==> config.mk <==
export PLATFORM = sky130hd
export DESIGN_NAME = mbox_inbound
export DESIGN_NICKNAME = d
export VERILOG_FILES = /design/src/rtl/mbox_pkg.sv /design/src/rtl/mbox_store.sv /design/src/rtl/mbox_ctrl.sv /design/src/rtl/mbox_inbound.sv
export SDC_FILE = /design/constraint.sdc
export NUM_CORES = 1
export LEC_CHECK = 0
export BUFFER_PORTS_ARGS = -buffer_cell sky130_fd_sc_hd__buf_4
export CORE_AREA = 10 10 153 155
export CTS_CLUSTER_DIAMETER = 60
export CTS_CLUSTER_SIZE = 25
export DETAILED_ROUTE_END_ITERATION = 8
export DIE_AREA = 0 0 163 165
export HOLD_SLACK_MARGIN = 0.12
export PLACE_DENSITY = 0.92
export SETUP_SLACK_MARGIN = 0.05
export SLEW_MARGIN = 20
export SYNTH_ARGS = -nofsm -noshare
export SYNTH_HDL_FRONTEND = slang
export SYNTH_HIERARCHICAL = 1
export SYNTH_SLANG_ARGS = --single-unit
export TNS_END_PERCENT = 100
==> constraint.sdc <==
create_clock -name clk -period 6.34 [get_ports clk]
set_input_delay 0 -clock clk [delete_from_list [all_inputs] [get_ports clk]]
set_output_delay 0 -clock clk [all_outputs]
set_load 0.01 [all_outputs]
==> src/rtl/mbox_pkg.sv <==
package mbox_pkg;
  localparam logic [31:0] EMPTY_MARK = 32'hFFFF_FFFF;

  // word indices (byte offset / 4)
  localparam logic [5:0] IDX_WIN_LO = 6'h20;
  localparam logic [5:0] IDX_WIN_HI = 6'h23;
  localparam logic [5:0] IDX_LOOK   = 6'h24;
  localparam logic [5:0] IDX_STAT   = 6'h26;
  localparam logic [5:0] IDX_CFG    = 6'h27;

  typedef struct packed {
    logic pop;
    logic push;
  } mboxStrobeT;
endpackage

==> src/rtl/mbox_store.sv <==
module mbox_store
  import mbox_pkg::*;
#(
  parameter int DEPTH = 8,
  parameter int CW = $clog2(DEPTH + 1)
) (
  input  logic             clk,
  input  logic             rstN,
  input  mboxStrobeT       strobe,
  input  logic [CW-1:0]    pushSlot,
  input  logic [31:0]      pushData,
  output logic [31:0]      headData
);
  logic [31:0] slots [DEPTH];

  for (genvar i = 0; i < DEPTH; i++) begin : g_slot
    logic [31:0] nextVal;
    logic [31:0] shiftIn;
    if (i == DEPTH - 1) begin : g_tail
      assign shiftIn = EMPTY_MARK;
    end else begin : g_mid
      assign shiftIn = slots[i+1];
    end

    always_comb begin
      nextVal = slots[i];
      if (strobe.pop) nextVal = shiftIn;
      if (strobe.push && pushSlot == CW'(i)) nextVal = pushData;
    end

    always_ff @(posedge clk) begin
      if (!rstN) slots[i] <= EMPTY_MARK;
      else       slots[i] <= nextVal;
    end
  end

  assign headData = slots[0];

  // the head only moves on a pop or a push into slot 0
  a_r3_head_steady: assert property (@(posedge clk) disable iff (!rstN)
    (!strobe.pop && !(strobe.push && pushSlot == '0)) |=> $stable(headData));
endmodule

==> src/rtl/mbox_ctrl.sv <==
module mbox_ctrl
  import mbox_pkg::*;
#(
  parameter int DEPTH = 8,
  parameter int CW = $clog2(DEPTH + 1)
) (
  input  logic          clk,
  input  logic          rstN,
  input  logic          pushValid,
  input  logic          regValid,
  input  logic          regWrite,
  input  logic [5:0]    regWordAddr,
  input  logic [31:0]   regWdata,
  input  logic [31:0]   headData,
  output mboxStrobeT    strobe,
  output logic [CW-1:0] pushSlot,
  output logic          pushFull,
  output logic [31:0]   regRdata,
  output logic          irq
);
  localparam logic [CW-1:0] FULL_COUNT = CW'(DEPTH);

  logic [CW-1:0] count;
  logic          irqEnable;
  logic          isEmpty;
  logic          pending;
  logic          readCycle;
  logic          winHit;
  logic          cfgWrite;
  logic [31:0]   statusWord;
  logic [31:0]   cfgWord;

  assign isEmpty   = (count == '0);
  assign pushFull  = (count == FULL_COUNT);
  assign pending   = !isEmpty;
  assign readCycle = regValid && !regWrite;
  assign winHit    = (regWordAddr >= IDX_WIN_LO) && (regWordAddr <= IDX_WIN_HI);
  assign cfgWrite  = regValid && regWrite && (regWordAddr == IDX_CFG);

  assign strobe.pop  = readCycle && winHit && !isEmpty;
  assign strobe.push = pushValid && !pushFull;
  assign pushSlot    = count - CW'(strobe.pop);

  always_ff @(posedge clk) begin
    if (!rstN) begin
      count     <= '0;
      irqEnable <= 1'b0;
    end else begin
      count <= count + CW'(strobe.push) - CW'(strobe.pop);
      if (cfgWrite) irqEnable <= regWdata[0];
    end
  end

  assign statusWord = {pushFull, isEmpty, 22'd0, 8'(count)};
  assign cfgWord    = {27'd0, pending, 3'd0, irqEnable};

  always_comb begin
    regRdata = 32'd0;
    if (readCycle) begin
      if (winHit)                         regRdata = isEmpty ? EMPTY_MARK : headData;
      else if (regWordAddr == IDX_LOOK)   regRdata = headData;
      else if (regWordAddr == IDX_STAT)   regRdata = statusWord;
      else if (regWordAddr == IDX_CFG)    regRdata = cfgWord;
    end
  end

  assign irq = pending && irqEnable;

  // the count never exceeds the depth
  a_r7_no_overflow: assert property (@(posedge clk) disable iff (!rstN)
    count <= FULL_COUNT);
  // a full queue with no pop keeps its count
  a_r7_full_holds: assert property (@(posedge clk) disable iff (!rstN)
    (pushFull && !(readCycle && winHit)) |=> $stable(count));
  // an empty-window read with no push leaves the queue empty
  a_r2_empty_read: assert property (@(posedge clk) disable iff (!rstN)
    (readCycle && winHit && isEmpty && !pushValid) |=> (count == '0));
  // a pop without a push lowers the count by one
  a_r1_pop_dec: assert property (@(posedge clk) disable iff (!rstN)
    (readCycle && winHit && !isEmpty && !pushValid) |=> (count == $past(count) - 1'b1));
  // accesses other than a configuration write keep the enable
  a_r10_cfg_steady: assert property (@(posedge clk) disable iff (!rstN)
    !cfgWrite |=> $stable(irqEnable));
  // no interrupt without data
  a_r6_irq_needs_data: assert property (@(posedge clk) disable iff (!rstN)
    irq |-> (count != '0));
endmodule

==> src/rtl/mbox_inbound.sv <==
module mbox_inbound
  import mbox_pkg::*;
#(
  parameter int DEPTH = 8
) (
  input  logic        clk,
  input  logic        rstN,
  input  logic        pushValid,
  input  logic [31:0] pushData,
  output logic        pushFull,
  input  logic        regValid,
  input  logic        regWrite,
  input  logic [5:0]  regWordAddr,
  input  logic [31:0] regWdata,
  output logic [31:0] regRdata,
  output logic        irq
);
  localparam int CW = $clog2(DEPTH + 1);

  mboxStrobeT    strobe;
  logic [CW-1:0] pushSlot;
  logic [31:0]   headData;

  mbox_ctrl #(.DEPTH(DEPTH), .CW(CW)) ctrl_i (
    .clk(clk), .rstN(rstN), .pushValid(pushValid), .regValid(regValid),
    .regWrite(regWrite), .regWordAddr(regWordAddr), .regWdata(regWdata),
    .headData(headData), .strobe(strobe), .pushSlot(pushSlot),
    .pushFull(pushFull), .regRdata(regRdata), .irq(irq)
  );

  mbox_store #(.DEPTH(DEPTH), .CW(CW)) store_i (
    .clk(clk), .rstN(rstN), .strobe(strobe), .pushSlot(pushSlot),
    .pushData(pushData), .headData(headData)
  );
endmodule

==> flow_metrics.env, run 1 <==
export IMPL_antenna_cells=0
export IMPL_end_kind="register"
export IMPL_route_vias_total=10230
export IMPL_rsz0062_at_grt="no"
export IMPL_final_cell_mix="296 x mux2i_1, 261 x dfxtp_1, 161 x and3_1"
export IMPL_static_leakage_power_nw=5.836
export IMPL_fill_cells=1471
export IMPL_seq_area_mm2=0.005225
export IMPL_crit_start="ctrl_i/count[2]$_SDFF_PN0_"
export IMPL_grt_pass1_vias=9973
export IMPL_synth_nets=1391
export IMPL_fin_crit_sh=0.6597
export IMPL_rows=52
export IMPL_coreArea_mm2=0.02017
export IMPL_grt_overflow_total=0
export IMPL_hpwl_um=17760
export IMPL_ant_nets=0
export IMPL_finalMaxSlewViolations=0
export IMPL_status="finished clean"
export IMPL_min_from="regWordAddr[0]"
export IMPL_grt_max_degree=187
export IMPL_crit_chain="inv_1, ha_1, or3b_1, nand3_1, or2_1, ha_1, nor2b_4, and2_2, o21a_1"
export IMPL_r2r_slack_ns=2.16
export IMPL_die_w_um=163
export IMPL_multi_input_area_mm2=0.006960
export IMPL_slowest_stage="and2_2"
export IMPL_globalRouteTotalUtil=0.2306
export IMPL_cts_root_buffer="clkbuf_16"
export IMPL_cp_required_ns=6.79
export IMPL_reg2reg_to="store_i/slots[1][82]$_SDFFE_PN1P_"
export IMPL_cts_buffer_depth=3
export IMPL_tightest_slew_ns=0.8914
export IMPL_final_common_cell="mux2i_1"
export IMPL_ys_warnings_count=6
export IMPL_holdCritPathClass="input pin to output pin"
export IMPL_die_h_um=165
export IMPL_cts_sinks=261
export IMPL_ys_types=46
export IMPL_insertion_delay_ns=0.51
export IMPL_r2r_start="ctrl_i/count[2]$_SDFF_PN0_"
export IMPL_drc=0
export IMPL_wire_per_inst_um=20.18
export IMPL_synthCells=1308
export IMPL_worst_path_most_repeated_cell="ha_1"
export IMPL_final_nets=1400
export IMPL_cts_repair_resized=0
export IMPL_cts_inserted_buffers=17
export IMPL_htree_num_levels=1
export IMPL_total_power_mw=3.810
export IMPL_hold_end="regRdata[30]"
export IMPL_min_period_ns=4.182
export IMPL_synth_area_per_cell_um2=9.889
export IMPL_critical_path_class="register to register"
export IMPL_relSlewSlack=0.4036
export IMPL_drive_gt1_frac=0.1063
export IMPL_setup_viol=0
export IMPL_die_area_mm2=0.02690
export IMPL_grt_pass1_wl_um=52520
export IMPL_setup_tns_final_ns=0
export IMPL_cpPeakStageDelay_ns=0.83
export IMPL_netlist_area_mm2=0.01293
export IMPL_worstPathArrival_ns=4.64
export IMPL_vdd_ir_drop_max_mv=0.2173
export IMPL_io_buffers=77
export IMPL_start_util=0.6413
export IMPL_dr_pass1_iters=7
export IMPL_area_growth_pct=9.654
export IMPL_holdPathStages=3
export IMPL_hold_violations=0
export IMPL_worst_clock_skew_ns=0.01326
export IMPL_via_per_inst=6.404
export IMPL_path_clk_slew_ns=0.09
export IMPL_io_pins=109
export IMPL_cp_start_kind="register"
export IMPL_totalWireLength_um=32220
export IMPL_first_iter_violations=1055
export IMPL_cts_tree="built"
export IMPL_ys_seq_area_frac=0.4039
export IMPL_cp_max_fo=32
export IMPL_gp_congestion=0.8118
export IMPL_maxCapViolCount=0
export IMPL_power_density_mw_per_mm2=268.6
export IMPL_rr_worst_depth=9
export IMPL_antenna_found_initial=0
export IMPL_max_freq_mhz=239.1
export IMPL_ys_ff_latch=261
## layout make-up
class / instances / share of cell area
multi-input cells: 905 / 0.4907
inverters: 6 / 0.002117
repair buffers: 126 / 0.07551
flip-flops and latches: 261 / 0.3684
well taps: 270 / 0.02382
clock inverters: 10 / 0.008204
clock buffers: 19 / 0.03123
## registers in the layout, summed over array words and instances, names as in the netlist
name              count
ctrl_i/irqEnable      1
ctrl_i/count          4
store_i/slots       256
## synthesized netlist by cell type, drive strengths merged
master	number	area [um2]
a211o	1	8.760
a211oi	1	7.510
a21oi	2	10.01
a22o	1	8.760
a22oi	1	7.510
a31oi	160	1026
and2	38	237.7
and3	161	1007
and3b	1	8.760
buf	79	538.0
clkbuf	57	216.5
dfxtp	261	5225
fa	1	20.02
ha	7	87.58
inv	6	22.52
mux2i	296	2963
nand2	41	178.9
nand2b	3	18.77
nand3	36	190.2
nand4	2	12.51
nor2	3	11.26
nor2b	36	225.2
nor3	3	26.28
nor3b	35	274.0
nor4b	1	23.77
o2111ai	1	8.760
o211a	2	20.02
o21a	57	427.9
o21ai	1	5.000
o21bai	1	7.510
o2bb2ai	3	26.28
o31ai	1	7.510
or2	1	6.260
or3b	3	26.28
xnor2	4	35.03
xor2	1	8.760
## per-stage QoR
step	area, um2	utilization	cells	hold slack (ns)	worst slack (ns)
global placement	13250	0.6571	1531	0.2634	2.270
CTS	14170	0.7027	1596	0.3200	2.173
finish	14180	0.7032	1597	0.3252	2.158
detailed placement	13250	0.6571	1531	0.2736	2.185
floorplan	12930	-	1308	0.09259	3.666
global route	14180	0.7032	1597	0.3377	1.951
## timing repair
| item | 4_1_cts | 5_1_grt |
|---|---|---|
| hold buffers | 36 | 0 |
| setup buffers | 0 | 0 |
| endpoints found under the hold margin | 258 | 0 |
## metal layers
layer | global-route usage | up-vias | share of wire
met4 | 0.06680 | 0 | 0.025
met1 | 0.3000 | 4981 | 0.43
met2 | 0.3877 | 375 | 0.48
li1 | - | 4811 | -
met3 | 0.03610 | 60 | 0.067
met5 | 0 | - | 0
## kinds of logic (layout without fill, tap and decap cells)
group,after synthesis,after routing,share of synthesized area
AO/OA/AOI/OAI,232,232,0.1215
buffers and inverters,142,161,0.06007
XOR/XNOR,5,5,0.003385
flip-flops,261,261,0.4039
multiplexers,296,296,0.2291
adder cells (fa/ha/maj),8,8,0.008319
AND/OR/NAND/NOR,364,364,0.1737
## how the worst max path moves through the flow
stage,to,slack [ns],depth (start not counted)
floorplan,store_i/slots[0][67]$_SDFFE_PN1P_,3.67,12
global placement,store_i/slots[1][73]$_SDFFE_PN1P_,2.27,9
detailed placement,store_i/slots[1][68]$_SDFFE_PN1P_,2.19,9
CTS,store_i/slots[1][64]$_SDFFE_PN1P_,2.17,9
global route,store_i/slots[1][64]$_SDFFE_PN1P_,1.95,9
finish,store_i/slots[1][82]$_SDFFE_PN1P_,2.16,9
## worst max-delay path: cells and delay by family, from the launching register on
kind	cells	cell delay, ns
and+or+nand+nor	5	2.62
adders and majority gates	2	0.74
DFF	1	0.40
AOI/OAI and AO/OA	1	0.23
buffers and inverters	1	0.11
## report_power, final
part	leakage, nW	switching (mW)	internal [mW]
registers	2.12	0.0770	1.75
logic	3.45	0.556	0.254
clock network	0.270	0.630	0.541
total	5.84	1.26	2.55
Note: power is estimated with default switching activity, not from simulation.
==> run 2: changes to the inputs <==
--- a/config.mk
+++ b/config.mk
@@ -6,13 +6,13 @@
 export NUM_CORES = 1
 export LEC_CHECK = 0
 export BUFFER_PORTS_ARGS = -buffer_cell sky130_fd_sc_hd__buf_4
-export CORE_AREA = 10 10 153 155
+export CORE_AREA = 10 10 166 168
 export CTS_CLUSTER_DIAMETER = 60
 export CTS_CLUSTER_SIZE = 25
 export DETAILED_ROUTE_END_ITERATION = 8
-export DIE_AREA = 0 0 163 165
+export DIE_AREA = 0 0 176 178
 export HOLD_SLACK_MARGIN = 0.12
-export PLACE_DENSITY = 0.92
+export PLACE_DENSITY = 0.83
 export SETUP_SLACK_MARGIN = 0.05
 export SLEW_MARGIN = 20
 export SYNTH_ARGS = -nofsm -noshare
==> constraint.sdc (replaced) <==
create_clock -name clk -period 3.37 [get_ports clk]
set_input_delay 0 -clock clk [delete_from_list [all_inputs] [get_ports clk]]
set_output_delay 0 -clock clk [all_outputs]
set_load 0.01 [all_outputs]
==> run 2 against run 1 <==
Flip-flop and latch count unchanged. Hold slack worse by 0.12 ns. Routed wire length down 1.0%. Via count down 1.1%. Cell area up 2.8%. Non-clock buffer count up 32. Critical path depth up 2. Total power up 90%. Utilization down 9.8 points. Critical endpoint is now store_i/slots[1][18]$_SDFFE_PN1P_. Combinational power up 99%.
==> flow_metrics.env, run 2 (synthesized netlist as in run 1, its figures left out) <==
export IMPL_status="finished clean"
export IMPL_htree_num_levels=1
export IMPL_drive_gt1_frac=0.1252
export IMPL_cts_inserted_buffers=17
export IMPL_grt_overflow_total=0
export IMPL_cts_sinks=261
export IMPL_holdCritPathClass="input pin to register"
export IMPL_setup_tns_final_ns=0
export IMPL_io_buffers=77
export IMPL_final_nets=1432
export IMPL_final_area_mm2=0.01459
export IMPL_regMostFlops="store_i/slots"
export IMPL_cp_required_ns=3.68
export IMPL_max_freq_mhz=338.0
export IMPL_static_leakage_power_nw=6.038
export IMPL_rsz0062_at_grt="no"
export IMPL_antenna_found_initial=0
export IMPL_path_clk_slew_ns=0.08
export IMPL_worst_clock_skew_ns=0.01729
export IMPL_relSlewSlack=0.3539
export IMPL_start_util=0.5366
export IMPL_first_iter_violations=851
export IMPL_finalMaxSlewViolations=0
export IMPL_dr_pass1_iters=5
export IMPL_via_per_inst=6.011
export IMPL_critical_path_class="register to register"
export IMPL_grt_pass1_wl_um=52160
export IMPL_drc=0
export IMPL_ant_nets=0
export IMPL_vdd_ir_drop_max_mv=0.4333
export IMPL_finish_utilization=0.6051
export IMPL_grt_pass1_vias=9947
export IMPL_route_vias_total=10110
export IMPL_gp_congestion=0.8046
export IMPL_die_area_mm2=0.03133
export IMPL_min_from="rstN"
export IMPL_die_w_um=176
export IMPL_fin_crit_sh=0.8780
export IMPL_maxCapViolCount=0
export IMPL_tightest_slew_ns=0.9691
export IMPL_io_pins=109
export IMPL_worstPathArrival_ns=3.27
export IMPL_crit_start="ctrl_i/count[2]$_SDFF_PN0_"
export IMPL_total_power_mw=7.226
export IMPL_cp_max_fo=42
export IMPL_fill_cells=1962
export IMPL_hpwl_um=19060
export IMPL_cts_tree="built"
export IMPL_grt_max_degree=157
export IMPL_power_density_mw_per_mm2=495.4
export IMPL_dpl_cell_area_mm2=0.01367
export IMPL_seq_area_mm2=0.005225
export IMPL_rows=57
export IMPL_final_common_cell="mux2i_1"
export IMPL_multi_input_area_mm2=0.006964
export IMPL_largest_reg_flops=256
export IMPL_globalRouteTotalUtil=0.1951
export IMPL_insertion_delay_ns=0.49
export IMPL_min_period_ns=2.959
export IMPL_fin_hold_ws_ns=0.2045
export IMPL_final_cell_mix="296 x mux2i_1, 261 x dfxtp_1, 161 x and3_1"
export IMPL_setup_viol=0
export IMPL_area_growth_pct=12.77
export IMPL_die_h_um=178
export IMPL_r2r_start="ctrl_i/count[2]$_SDFF_PN0_"
export IMPL_top_regs="store_i/slots: 256 flops, ctrl_i/count: 4 flops, ctrl_i/irqEnable: 1 flops"
export IMPL_antenna_cells=0
export IMPL_coreArea_mm2=0.02411
export IMPL_cts_root_buffer="clkbuf_16"
export IMPL_cp_start_kind="register"
export IMPL_hold_violations=0
export IMPL_totalWireLength_um=31890
export IMPL_wire_per_inst_um=18.96
export IMPL_cts_buffer_depth=3
export IMPL_end_kind="register"
export IMPL_cts_setup_buffers=0
[run 2: cell count changes in the layout (fill, tap and decap cells not counted), sizes merged]
cell | before | now
inv | 12 | 8
clkinv | 3 | 5
bufinv | 0 | 1
buf | 89 | 122
dlygate4sd3 | 36 | 35
clkinvlp | 1 | 0
clkbuf | 20 | 21
[run 2: cell type report]
cell class	instances	share of cell area
inverter	6	0.002059
timing repair buffer	158	0.09633
sequential	261	0.3582
tap	324	0.02779
clock inverter	8	0.007548
multi-input combinational	905	0.4774
clock buffer	20	0.03062
[run 2: report_power, final]
part | total (mW) | internal (mW) | switching [mW] | leakage, nW
combinational | 1.61 | 0.569 | 1.04 | 3.65
sequential | 3.44 | 3.29 | 0.142 | 2.12
clock | 2.18 | 1.07 | 1.12 | 0.271
[run 2: per-layer routing]
layer,part of all wire,global-route usage
met2,0.46,0.3173
met3,0.052,0.02685
met5,0,0
met1,0.47,0.2692
met4,0.016,0.04486
[run 2: final timing paths]
check	to	slack, ns	cells past startpoint
max	store_i/slots[1][18]$_SDFFE_PN1P_	0.41	11
min	store_i/slots[0][30]$_SDFFE_PN1P_	0.20	2
max reg2reg	store_i/slots[1][18]$_SDFFE_PN1P_	0.41	11
min reg2reg	store_i/slots[1][127]$_SDFFE_PN1P_	0.53	2
[run 2: what timing repair did]
item | CTS | global route
hold buffers | 35 | 0
hold endpoints to repair | 258 | 0
endpoints found under the setup margin | 0 | 24
gates resized for setup | 0 | 1
[run 2: worst max-delay path, stage by stage, from the launching register on]
cell	delay, ns
dfxtp_1	0.33
inv_1	0.12
ha_1	0.17
or3b_1	0.36
nand3_1	0.14
nor2_1	0.06
ha_1	0.20
xor2_1	0.26
and3b_2	0.43
buf_4	0.43
and3_1	0.23
a31oi_1	0.05
[run 2: per-stage QoR]
| stage | worst slack (ns) | std cells |
|---|---|---|
| global route | 0.2352 | 1682 |
| CTS | 0.2231 | 1682 |
| floorplan | 0.6960 | 1308 |
| finish | 0.4110 | 1682 |
| detailed placement | 0.2723 | 1619 |
| global placement | 0.3552 | 1619 |
==> run 3: changes to the inputs <==
--- a/config.mk
+++ b/config.mk
@@ -6,13 +6,14 @@
 export NUM_CORES = 1
 export LEC_CHECK = 0
 export BUFFER_PORTS_ARGS = -buffer_cell sky130_fd_sc_hd__buf_4
-export CORE_AREA = 10 10 166 168
+export CORE_AREA = 10 10 219 221
 export CTS_CLUSTER_DIAMETER = 60
 export CTS_CLUSTER_SIZE = 25
 export DETAILED_ROUTE_END_ITERATION = 8
-export DIE_AREA = 0 0 176 178
+export DIE_AREA = 0 0 229 231
 export HOLD_SLACK_MARGIN = 0.12
-export PLACE_DENSITY = 0.83
+export PLACE_DENSITY = 0.55
+export REMOVE_ABC_BUFFERS = 1
 export SETUP_SLACK_MARGIN = 0.05
 export SLEW_MARGIN = 20
 export SYNTH_ARGS = -nofsm -noshare
==> run 3 against run 2 <==
Sequential power hardly changed. Register-to-register slack better by 0.09 ns. Cell area up 6.6%. Count of clock-buffer cells in the layout rose by 10. Total power up 17%. Cell count increased by 18%.
==> flow_metrics.env, run 3 (synthesized netlist as in run 1, its figures left out) <==
export IMPL_status="finished clean"
export IMPL_grt_pass1_wl_um=56720
export IMPL_setup_tns_final_ns=0
export IMPL_top_regs="store_i/slots: 256 flops, ctrl_i/count: 4 flops, ctrl_i/irqEnable: 1 flops"
export IMPL_htree_num_levels=1
export IMPL_end_kind="register"
export IMPL_cts_sinks=261
export IMPL_start_util=0.2957
export IMPL_io_buffers=77
export IMPL_total_power_mw=8.484
export IMPL_r2r_slack_ns=0.50
export IMPL_largest_reg_flops=256
export IMPL_cp_max_fo=63
export IMPL_rr_worst_depth=12
export IMPL_drive_gt1_frac=0.1457
export IMPL_ant_nets=0
export IMPL_final_cell_mix="296 x mux2i_1, 261 x dfxtp_1, 161 x and3_1"
export IMPL_static_leakage_power_nw=6.310
export IMPL_path_clk_slew_ns=0.07
export IMPL_area_growth_pct=20.18
export IMPL_dr_pass1_iters=5
export IMPL_hpwl_um=21040
export IMPL_rows=77
export IMPL_reg2reg_to="store_i/slots[0][51]$_SDFFE_PN1P_"
export IMPL_final_common_cell="mux2i_1"
export IMPL_cp_required_ns=3.85
export IMPL_finalMaxSlewViolations=0
export IMPL_gp_congestion=0.7505
export IMPL_power_density_mw_per_mm2=545.8
export IMPL_cts_buffer_depth=3
export IMPL_grt_pass1_vias=10110
export IMPL_setup_ws_ns=0.4993
export IMPL_dpl_worst_slack_ns=0.5181
export IMPL_wire_per_inst_um=17.84
export IMPL_globalRouteTotalUtil=0.1277
export IMPL_coreArea_mm2=0.04374
export IMPL_cts_root_buffer="clkbuf_16"
export IMPL_first_iter_violations=593
export IMPL_cts_inserted_buffers=28
export IMPL_r2r_start="ctrl_i/count[2]$_SDFF_PN0_"
export IMPL_antenna_cells=0
export IMPL_maxCapViolCount=0
export IMPL_relSlewSlack=0.4458
export IMPL_die_w_um=229
export IMPL_io_pins=109
export IMPL_final_area_mm2=0.01554
export IMPL_hold_end="ctrl_i/count[1]$_SDFF_PN0_"
export IMPL_vdd_ir_drop_max_mv=0.4449
export IMPL_worstPathArrival_ns=3.35
export IMPL_critical_path_class="register to register"
export IMPL_hold_violations=0
export IMPL_rsz0062_at_grt="no"
export IMPL_grt_max_degree=87
export IMPL_worst_clock_skew_ns=0.02649
export IMPL_route_vias_total=10120
export IMPL_holdPathStages=6
export IMPL_tightest_slew_ns=0.8295
export IMPL_holdCritPathClass="input pin to register"
export IMPL_setup_viol=0
export IMPL_final_nets=1454
export IMPL_regMostFlops="store_i/slots"
export IMPL_die_area_mm2=0.05290
export IMPL_totalWireLength_um=35410
export IMPL_drc=0
export IMPL_fin_crit_sh=0.8518
export IMPL_dpl_cell_area_mm2=0.01416
export IMPL_fill_cells=4411
export IMPL_finish_utilization=0.3554
export IMPL_grt_overflow_total=0
export IMPL_max_freq_mhz=348.3
export IMPL_min_from="regWrite"
export IMPL_insertion_delay_ns=0.56
export IMPL_antenna_found_initial=0
export IMPL_cp_start_kind="register"
export IMPL_cts_tree="built"
export IMPL_via_per_inst=5.097
export IMPL_min_period_ns=2.871
export IMPL_die_h_um=231
==> run 3: critical path, stage by stage, from the launching register on <==
cell and delay (ns):
dfxtp_1 0.33, inv_1 0.13, ha_1 0.17, or3b_1 0.36, nand3_1 0.15, nor2_1 0.06
ha_1 0.20, xor2_1 0.17, nor3b_4 0.32, buf_12 0.32, nand2_4 0.07, buf_4 0.27
a31oi_1 0.22
==> run 3: repair_timing <==
| action | in CTS | in global routing |
|---|---|---|
| hold buffers | 37 | 0 |
| resized for setup | 0 | 0 |
| setup buffers | 0 | 0 |
| hold endpoints to repair | 258 | 0 |
==> run 3: through the flow <==
| stage | hold WS, ns | instances |
|---|---|---|
| finish | 0.2218 | 1985 |
| floorplan | 0.09259 | 1172 |
| global placement | 0.2739 | 1896 |
| CTS | 0.1966 | 1985 |
| detailed placement | 0.2757 | 1896 |
| global route | 0.2830 | 1985 |
==> run 3: worst max-delay path by stage <==
stage                                        end  cells after the start  slack, ns                       start
2_1_floorplan  store_i/slots[0][34]$_SDFFE_PN1P_                      7      -5.40  ctrl_i/count[2]$_SDFF_PN0_
4_1_cts        store_i/slots[0][51]$_SDFFE_PN1P_                     12       0.48  ctrl_i/count[2]$_SDFF_PN0_
6_report       store_i/slots[0][51]$_SDFFE_PN1P_                     12       0.50  ctrl_i/count[2]$_SDFF_PN0_
3_5_place_dp   store_i/slots[0][51]$_SDFFE_PN1P_                     12       0.52  ctrl_i/count[2]$_SDFF_PN0_
3_3_place_gp   store_i/slots[0][61]$_SDFFE_PN1P_                     12       0.54  ctrl_i/count[2]$_SDFF_PN0_
5_1_grt        store_i/slots[0][43]$_SDFFE_PN1P_                     12       0.30  ctrl_i/count[2]$_SDFF_PN0_
==> run 3: area by class of cell <==
class,instances,area (um2),share of cell area
clock inverters,22,294.0,0.01892
repair buffers,169,1580,0.1017
inverters,6,30.03,0.001932
clock buffers,30,718.2,0.04620
multi-input cells,905,6957,0.4475
well taps,592,740.7,0.04765
flip-flops and latches,261,5225,0.3361
==> run 3: report_power, final <==
part | switching (mW) | total [mW] | internal [mW]
registers | 0.132 | 3.43 | 3.30
clock network | 1.43 | 3.34 | 1.91
logic | 1.10 | 1.71 | 0.612
total | 2.66 | 8.48 | 5.82
==> run 3: metal layers <==
metal,global-route usage,vias to the layer above,wire [um]
met5,0,-,0
li1,-,4943,-
met4,0.02793,0,509
met1,0.1747,4929,17380
met2,0.2107,205,16180
met3,0.01619,40,1342
